### config.mk
export PLATFORM = sky130hd
export DESIGN_NAME = pwm_stage
export DESIGN_NICKNAME = d
export VERILOG_FILES = /design/src/rtl/pwm_stage_pkg.sv /design/src/rtl/pwm_stage_decode.sv /design/src/rtl/pwm_stage_regs.sv /design/src/rtl/pwm_stage_gen.sv /design/src/rtl/pwm_stage.sv
export SDC_FILE = /design/constraint.sdc
export NUM_CORES = 1
export LEC_CHECK = 0
export BUFFER_PORTS_ARGS = -buffer_cell sky130_fd_sc_hd__buf_2
export CAP_MARGIN = 25
export CORE_AREA = 2 2 61 63
export CTS_CLUSTER_DIAMETER = 100
export DETAILED_ROUTE_END_ITERATION = 12
export DIE_AREA = 0 0 63 65
export PLACE_DENSITY = 0.92
export SLEW_MARGIN = 40
export SYNTH_ARGS = -nofsm -noshare
export SYNTH_HDL_FRONTEND = slang
export SYNTH_SLANG_ARGS = --single-unit
### constraint.sdc
create_clock -name clk -period 6.2 [get_ports clk]
set_input_delay 1.86 -clock clk [delete_from_list [all_inputs] [get_ports clk]]
set_output_delay 1.86 -clock clk [all_outputs]
set_load 0.01 [all_outputs]
### src/rtl/pwm_stage_pkg.sv
package pwm_stage_pkg;
    localparam int DUTY_W  = 10;
    localparam int BYTE_W  = 8;
    localparam int HI_BITS = DUTY_W - BYTE_W;

    typedef enum logic [1:0] {
        SEL_NONE = 2'd0,
        SEL_HI   = 2'd1,
        SEL_LO   = 2'd2
    } byte_sel_e;

    typedef logic [DUTY_W-1:0] duty_t;

    function automatic logic [HI_BITS-1:0] hi_field(input logic [BYTE_W-1:0] b);
        return b[HI_BITS-1:0];
    endfunction

    function automatic duty_t join_duty(input logic [HI_BITS-1:0] hi,
                                        input logic [BYTE_W-1:0] lo);
        return {hi, lo};
    endfunction
endpackage

### src/rtl/pwm_stage_decode.sv
module pwm_stage_decode
    import pwm_stage_pkg::*;
#(
    parameter int ADDR_W = 8,
    parameter logic [ADDR_W-1:0] HI_ADDR = '0,
    parameter logic [ADDR_W-1:0] LO_ADDR = 1
) (
    input  logic              wr_en,
    input  logic [ADDR_W-1:0] wr_addr,
    output byte_sel_e         sel
);
    always_comb begin
        sel = SEL_NONE;
        if (wr_en) begin
            if (wr_addr == HI_ADDR)      sel = SEL_HI;
            else if (wr_addr == LO_ADDR) sel = SEL_LO;
        end
    end
endmodule

### src/rtl/pwm_stage_regs.sv
module pwm_stage_regs
    import pwm_stage_pkg::*;
(
    input  logic              clk,
    input  logic              rst,
    input  byte_sel_e         sel,
    input  logic [BYTE_W-1:0] wr_data,
    input  logic              persist,
    output duty_t             staged,
    output duty_t             pend,
    output duty_t             shadow
);
    duty_t staged_q;
    duty_t pend_q;
    duty_t shadow_q = '0;
    duty_t commit_val;

    assign commit_val = join_duty(staged_q[DUTY_W-1:BYTE_W], wr_data);

    always_ff @(posedge clk) begin
        if (rst) begin
            staged_q <= shadow_q;
            pend_q   <= shadow_q;
        end else begin
            case (sel)
                SEL_HI: staged_q[DUTY_W-1:BYTE_W] <= hi_field(wr_data);
                SEL_LO: begin
                    staged_q[BYTE_W-1:0] <= wr_data;
                    pend_q               <= commit_val;
                end
                default: ;
            endcase
        end
    end

    // stands in for non-volatile storage: untouched by reset
    always_ff @(posedge clk) begin
        if (!rst && sel == SEL_LO && persist)
            shadow_q <= commit_val;
    end

    assign staged = staged_q;
    assign pend   = pend_q;
    assign shadow = shadow_q;
endmodule

### src/rtl/pwm_stage_gen.sv
module pwm_stage_gen
    import pwm_stage_pkg::*;
(
    input  logic  clk,
    input  logic  rst,
    input  duty_t duty_rst,
    input  duty_t duty_next,
    output logic  pwm_o,
    output duty_t cnt_o,
    output duty_t duty_o
);
    duty_t cnt_q;
    duty_t duty_q;

    always_ff @(posedge clk) begin
        if (rst) begin
            cnt_q  <= '0;
            duty_q <= duty_rst;
        end else begin
            cnt_q <= cnt_q + 1'b1;
            if (cnt_q == '1)
                duty_q <= duty_next;
        end
    end

    assign pwm_o  = (cnt_q < duty_q);
    assign cnt_o  = cnt_q;
    assign duty_o = duty_q;
endmodule

### src/rtl/pwm_stage.sv
module pwm_stage
    import pwm_stage_pkg::*;
#(
    parameter int ADDR_W = 8,
    parameter logic [ADDR_W-1:0] HI_ADDR = '0,
    parameter logic [ADDR_W-1:0] LO_ADDR = 1
) (
    input  logic              clk,
    input  logic              rst,
    input  logic              wr_en,
    input  logic [ADDR_W-1:0] wr_addr,
    input  logic [7:0]        wr_data,
    input  logic              persist,
    output logic              pwm_out,
    output logic [7:0]        rd_hi,
    output logic [7:0]        rd_lo
);
    byte_sel_e sel;
    duty_t     staged;
    duty_t     pend;
    duty_t     shadow;
    duty_t     cnt;
    duty_t     duty_act;

    pwm_stage_decode #(
        .ADDR_W (ADDR_W),
        .HI_ADDR(HI_ADDR),
        .LO_ADDR(LO_ADDR)
    ) u_dec (
        .wr_en  (wr_en),
        .wr_addr(wr_addr),
        .sel    (sel)
    );

    pwm_stage_regs u_regs (
        .clk    (clk),
        .rst    (rst),
        .sel    (sel),
        .wr_data(wr_data),
        .persist(persist),
        .staged (staged),
        .pend   (pend),
        .shadow (shadow)
    );

    pwm_stage_gen u_gen (
        .clk      (clk),
        .rst      (rst),
        .duty_rst (shadow),
        .duty_next(pend),
        .pwm_o    (pwm_out),
        .cnt_o    (cnt),
        .duty_o   (duty_act)
    );

    assign rd_hi = {{(BYTE_W-HI_BITS){1'b0}}, staged[DUTY_W-1:BYTE_W]};
    assign rd_lo = staged[BYTE_W-1:0];
endmodule

==> qor.yml, run 1 <==
core_area_sq_um: 3500
ys_types: 27
maxCapViolCount: 0
required_ns: 4.34
drv_slew: 0
root_buffer: "clkbuf_4"
grt_pass1_wl_um: 5370
peakVddDrop_uv: 156
reg2reg_from: "u_gen.cnt_o[0]"
p_per_area_nw_per_um2: 245
mostFrequentLayoutCells: "edfxtp_1, buf_2, inv_1"
reg2regPathDepth: 3
drt-met1-wl_um: 1250
finalSetupViolations: 0
io_buffers: 30
route.met2.wl_um: 1740
ant_nets: 0
hold_viol_final: 0
final_common_cell: "edfxtp_1"
route.met3.wl_um: 148
num_rows: 22
cts_resized: 0
start_util_pct: 56.6
status: "finished, final reports clean"
synth-seq-area-share_pct: 58.7
cts_made_buffers: 5
diodes: 0
synth_area_leader_cell: "edfxtp_1"
die_x_um: 63
wl_um: 3220
post_cts_buffers: 0
antenna_found_initial: 0
fmax_mhz: 277
min_period_ns: 3.61
rsz0062_at_grt: "no"
viasPerCell: 5.03
multi_input_area_sq_um: 611
fillers: 308
num_vias: 1288
arrival_ns: 1.75
clock_path_buffers: 2
cts_tree: "yes"
min_from: "u_regs.staged[9]"
clock_skew_ns: 0.00626
whs_ns: 0.495
final_nets: 237
h-tree-depth: 2
setup_tns_ns: 0
layout-drive-gt1-share_pct: 19.2
fin_crit_sh_pct: 58.3
tightest_slew_ns: 0.643
setup_slack_ns: 2.59
die_area_sq_um: 4100
hold_path_end: "u_regs.shadow[9]"
r2r_end: "u_gen.duty_o[0]"
pre_cts_slack_ns: 2.95
clock-sinks: 42
worstSetupPathType: "register to output pin"
grt_pass1_vias: 1299
netlist_instances: 183
first_iter_violations: 23
hpwl_um: 2390
end_kind: "output pin"
drtPass1Iterations: 4
worst-path-max-fanout: 6
place_congestion: 0.740
syn_area_per_cell_sq_um: 10.8
p_leak_uw: 0.000959
hold_path.class: "register to register"
holdPathStages: 0
grt_max_degree: 45
syn2layout_area_growth_pct: 9.61
yosysTopAreaCellShare_pct: 48.5
worstSkewPairLatency_ns: 0.35
postCtsHoldBufs: 0
top_layer_used: "met4"
grt_overflow: 0
wl_per_cell_um: 12.6
synth_area_leaders: "edfxtp_1, dfxtp_1, ha_1"
regArea_sq_um: 1160
relSlewSlack_pct: 57.1
ys_warn_count: 0
track_usage_pct: 17.5
synth_seq_cells: 42
io_pins: 37
clk_pin_slew_ns: 0.12
r2r_setup_slack_ns: 4.66
die_h_um: 65
synth_area_sq_um: 1980
drc: 0
cp-start-kind: "register"
==> metrics by stage <==
| stage | utilization (%) | instances | area [sq um] | total power (uW) |
|---|---|---|---|---|
| 2_1_floorplan | - | 188 | 2000 | 355 |
| 5_1_grt | 62.1 | 256 | 2170 | 554 |
| 3_5_place_dp | 59.8 | 248 | 2090 | 366 |
| 3_3_place_gp | 59.8 | 248 | 2090 | 363 |
| 4_1_cts | 62.1 | 256 | 2170 | 539 |
| 6_report | 62.1 | 256 | 2170 | 532 |
==> layout make-up <==
type / instances / share of cell area [%]
sequential: 42 / 53.5
multi-input combinational: 100 / 28.1
timing repair buffer: 31 / 7.27
inverter: 27 / 4.67
tap: 48 / 2.77
clock buffer: 6 / 1.90
clock inverter: 2 / 1.73
==> cell usage after synthesis <==
master	number
a21oi_1	4
nor4b_2	1
xnor2_1	1
a31o_2	1
a211oi_1	1
edfxtp_1	32
nand4_1	2
nor2b_1	1
a41oi_1	1
dfxtp_1	10
xor2_1	7
nor2_1	10
nand2_1	20
o21bai_1	1
nand2b_1	4
nand3_1	5
o21ai_0	19
ha_1	10
conb_1	1
inv_1	27
nor3b_1	1
clkbuf_1	4
buf_2	1
nor4_1	1
o2bb2ai_1	1
and4_1	3
buf_4	14
==> flip-flops by register name (all words and copies together), names as in the netlist <==
signal         count
u_gen.duty_o      10
u_gen.cnt_o       10
u_regs.pend        3
u_regs.staged      9
u_regs.shadow     10
==> metal layers <==
| metal | track usage [%] | vias up |
|---|---|---|
| met5 | 0 | - |
| met4 | 9.17 | 0 |
| met3 | 5.73 | 9 |
| met2 | 32.6 | 34 |
| met1 | 17.1 | 602 |
| li1 | - | 643 |
==> where the power goes <==
part / internal, uW / switching (uW) / leakage [uW]
combinational: 15.8 / 23.6 / 0.000531
clock: 85.1 / 88.6 / 0.0000385
sequential: 314 / 5.22 / 0.000390
==> worst max path at each step <==
stage                         from               end  cells after the start
floorplan               wr_addr[1]  u_regs.shadow[0]                      3
global placement               rst  u_regs.staged[5]                      2
detailed placement             rst    u_regs.pend[7]                      2
CTS                 u_gen.cnt_o[4]           pwm_out                      6
global route        u_gen.cnt_o[4]           pwm_out                      6
finish              u_gen.cnt_o[4]           pwm_out                      6
==> logic make-up (layout without fill, tap and decap cells) <==
family	after synthesis	in the layout	share of synthesized area, %
AO/OA/AOI/OAI	28	28	7.90
XOR/XNOR	8	8	3.54
adder cells (fa/ha/maj)	10	10	6.32
buffers and inverters	46	66	11.4
flip-flops	42	42	58.7
other	1	6	0.189
AND/OR/NAND/NOR	48	48	11.9
==> worst max-delay path, stage by stage (launching register included) <==
cell and delay (ns):
dfxtp_1 0.45, ha_1 0.29, a21oi_1 0.18, nand2_1 0.07, o2bb2ai_1 0.13, a21oi_1 0.14, buf_2 0.14
Note: power is estimated with default switching activity, not from simulation.
==> run 2: changes to the inputs <==
--- a/config.mk
+++ b/config.mk
@@ -7,11 +7,11 @@
 export LEC_CHECK = 0
 export BUFFER_PORTS_ARGS = -buffer_cell sky130_fd_sc_hd__buf_2
 export CAP_MARGIN = 25
-export CORE_AREA = 2 2 61 63
+export CORE_AREA = 2 2 64 66
 export CTS_CLUSTER_DIAMETER = 100
 export DETAILED_ROUTE_END_ITERATION = 12
-export DIE_AREA = 0 0 63 65
-export PLACE_DENSITY = 0.92
+export DIE_AREA = 0 0 66 68
+export PLACE_DENSITY = 0.85
 export SLEW_MARGIN = 40
 export SYNTH_ARGS = -nofsm -noshare
 export SYNTH_HDL_FRONTEND = slang
==> constraint.sdc (replaced) <==
create_clock -name clk -period 3.7 [get_ports clk]
set_input_delay 1.11 -clock clk [delete_from_list [all_inputs] [get_ports clk]]
set_output_delay 1.11 -clock clk [all_outputs]
set_load 0.01 [all_outputs]
==> qor.yml, run 2 (same netlist as run 1, synthesis figures left out) <==
root_buffer: "clkbuf_8"
cts_resized: 0  # unchanged
post_dp_cell_area_sq_um: 2090  # +0.12%
stdcell_area_sq_um: 2190  # +0.98%
diodes: 0  # unchanged
grt_use_met3_pct: 4.61  # -1.1 points
die_h_um: 68  # +4.6%
worst-path-max-fanout: 6  # unchanged
worstSkewPairLatency_ns: 0.30  # -0.05 ns
fin_crit_sh_pct: 76.3
setup_slack_ns: 0.878  # -1.71 ns
clock_path_buffers: 2  # unchanged
drtPass1Iterations: 4  # unchanged
layout-drive-gt1-share_pct: 19.7  # +0.48 points
p_sw_share_pct: 24.3  # +2.2 points
hold_path.class: "register to register"
first_iter_violations: 29  # +26%
top_usage_layer: "met2"
grt_max_degree: 45  # unchanged
grt_use_met2_pct: 27.7  # -4.9 points
cts_made_buffers: 5  # unchanged
maxCapViolCount: 0  # unchanged
clockPowerShare_pct: 34.4  # +1.8 points
postCtsHoldBufs: 0  # unchanged
pre_cts_slack_ns: 1.18  # -1.77 ns
core_area_sq_um: 3860  # +10%
dpl.cell_count: 250  # +0.81%
whs_ns: 0.480  # -0.0142 ns
setup_tns_ns: 0  # unchanged
syn2layout_area_growth_pct: 10.7
grt_overflow: 0  # unchanged
antenna_found_initial: 0  # unchanged
clk_pin_slew_ns: 0.09  # -0.03 ns
min_period_ns: 2.82
post_cts_buffers: 0  # unchanged
final_nets: 237  # unchanged
status: "finished, final reports clean"
io_buffers: 30  # unchanged
track_usage_pct: 14.3  # -3.2 points
mostFrequentLayoutCells: "edfxtp_1, buf_2, inv_1"
grt_pass1_wl_um: 4640  # -14%
start_util_pct: 51.3  # -5.3 points
finalSetupViolations: 0  # unchanged
worstSetupPathType: "register to output pin"
grt_pass1_vias: 1135  # -13%
final_cell_count_no_fill: 258  # +0.78%
h-tree-depth: 2  # unchanged
clock-sinks: 42  # unchanged
clock_skew_ns: 0.00813  # +0.00187 ns
wl_um: 3040  # -5.6%
required_ns: 2.59  # -1.75 ns
hpwl_um: 2200  # -7.9%
final_common_cell: "edfxtp_1"
end_kind: "output pin"
arrival_ns: 1.71  # -0.04 ns
p_leak_uw: 0.000971  # +1.3%
cts_tree: "yes"
relSlewSlack_pct: 57.5  # +0.38 points
viasPerCell: 4.85  # -3.5%
p_per_area_nw_per_um2: 418  # +70%
ant_nets: 0  # unchanged
die_area_sq_um: 4490  # +9.6%
die_x_um: 66  # +4.8%
seqPwrFrac_pct: 58.4  # -1.6 points
num_vias: 1252  # -2.8%
fmax_mhz: 354
met1_usage_pct: 13.6  # -3.5 points
io_pins: 37  # unchanged
place_congestion: 0.748  # +1.1%
rsz0062_at_grt: "no"
cp-start-kind: "register"
peakVddDrop_uv: 345  # +120%
internal_power_uw: 694  # +67%
drv_slew: 0  # unchanged
switchingPower_uw: 222  # +89%
wl_per_cell_um: 11.8  # -6.3%
num_rows: 23  # +4.5%
p_comb_share_pct: 7.2  # -0.2 points
tightest_slew_ns: 0.637  # -0.00563 ns
hold_viol_final: 0  # unchanged
drc: 0  # unchanged
## run 2: cell types whose count changed in the layout (fill, tap and decap cells not counted), sizes merged
cell	change
clkbuf	-1
clkinvlp	-1
inv	+2
bufinv	-1
clkinv	+1
## run 2: final cells by class
class,count,area (sq um)
Clock buffer,5,68.8
Fill cell,333,1670
Multi-Input combinational cell,100,611
Tap cell,50,62.6
Sequential cell,42,1160
Inverter,27,101
Timing Repair Buffer,31,158
Clock inverter,3,28.8
## run 2: power by group through the flow
| stage | Clock [uW] | Sequential [uW] | Combinational (uW) |
|---|---|---|---|
| 2_1_floorplan | 0 | 544 | 51.7 |
| 3_3_place_gp | 0 | 545 | 62.9 |
| 3_5_place_dp | 0 | 546 | 65.9 |
| 4_1_cts | 321 | 535 | 66.6 |
| 5_1_grt | 336 | 537 | 74.5 |
| 6_report | 315 | 535 | 66.0 |
## run 2: through the flow
| step | total power (uW) | utilization (%) |
|---|---|---|
| after global routing | 947 | 56.8 |
| after CTS | 922 | 56.8 |
| after detailed placement | 611 | 54.3 |
| final | 916 | 56.8 |
| after global placement | 608 | 54.3 |
| after floorplan | 595 | - |
## run 2: worst paths after layout
path / from / to / slack [ns] / cells past startpoint
setup / recovery: u_gen.cnt_o[4] / pwm_out / 0.88 / 6
hold / removal: u_gen.cnt_o[0] / u_gen.cnt_o[0] / 0.48 / 1
setup reg to reg: u_gen.cnt_o[0] / u_gen.duty_o[1] / 2.18 / 3
hold reg to reg: u_gen.cnt_o[0] / u_gen.cnt_o[0] / 0.48 / 1
## run 2: worst max-delay path, stage by stage, from the launching register on
cell and delay, ns:
dfxtp_1 0.44, ha_1 0.30, a21oi_1 0.17, nand2_1 0.07, o2bb2ai_1 0.12, a21oi_1 0.16
buf_2 0.15
## run 2: metal layers
metal  vias to the layer above  wire length, um
met5                         -                0
met4                         0               59
met3                         6              133
met2                        30             1600
met1                       573             1240
li1                        643                -
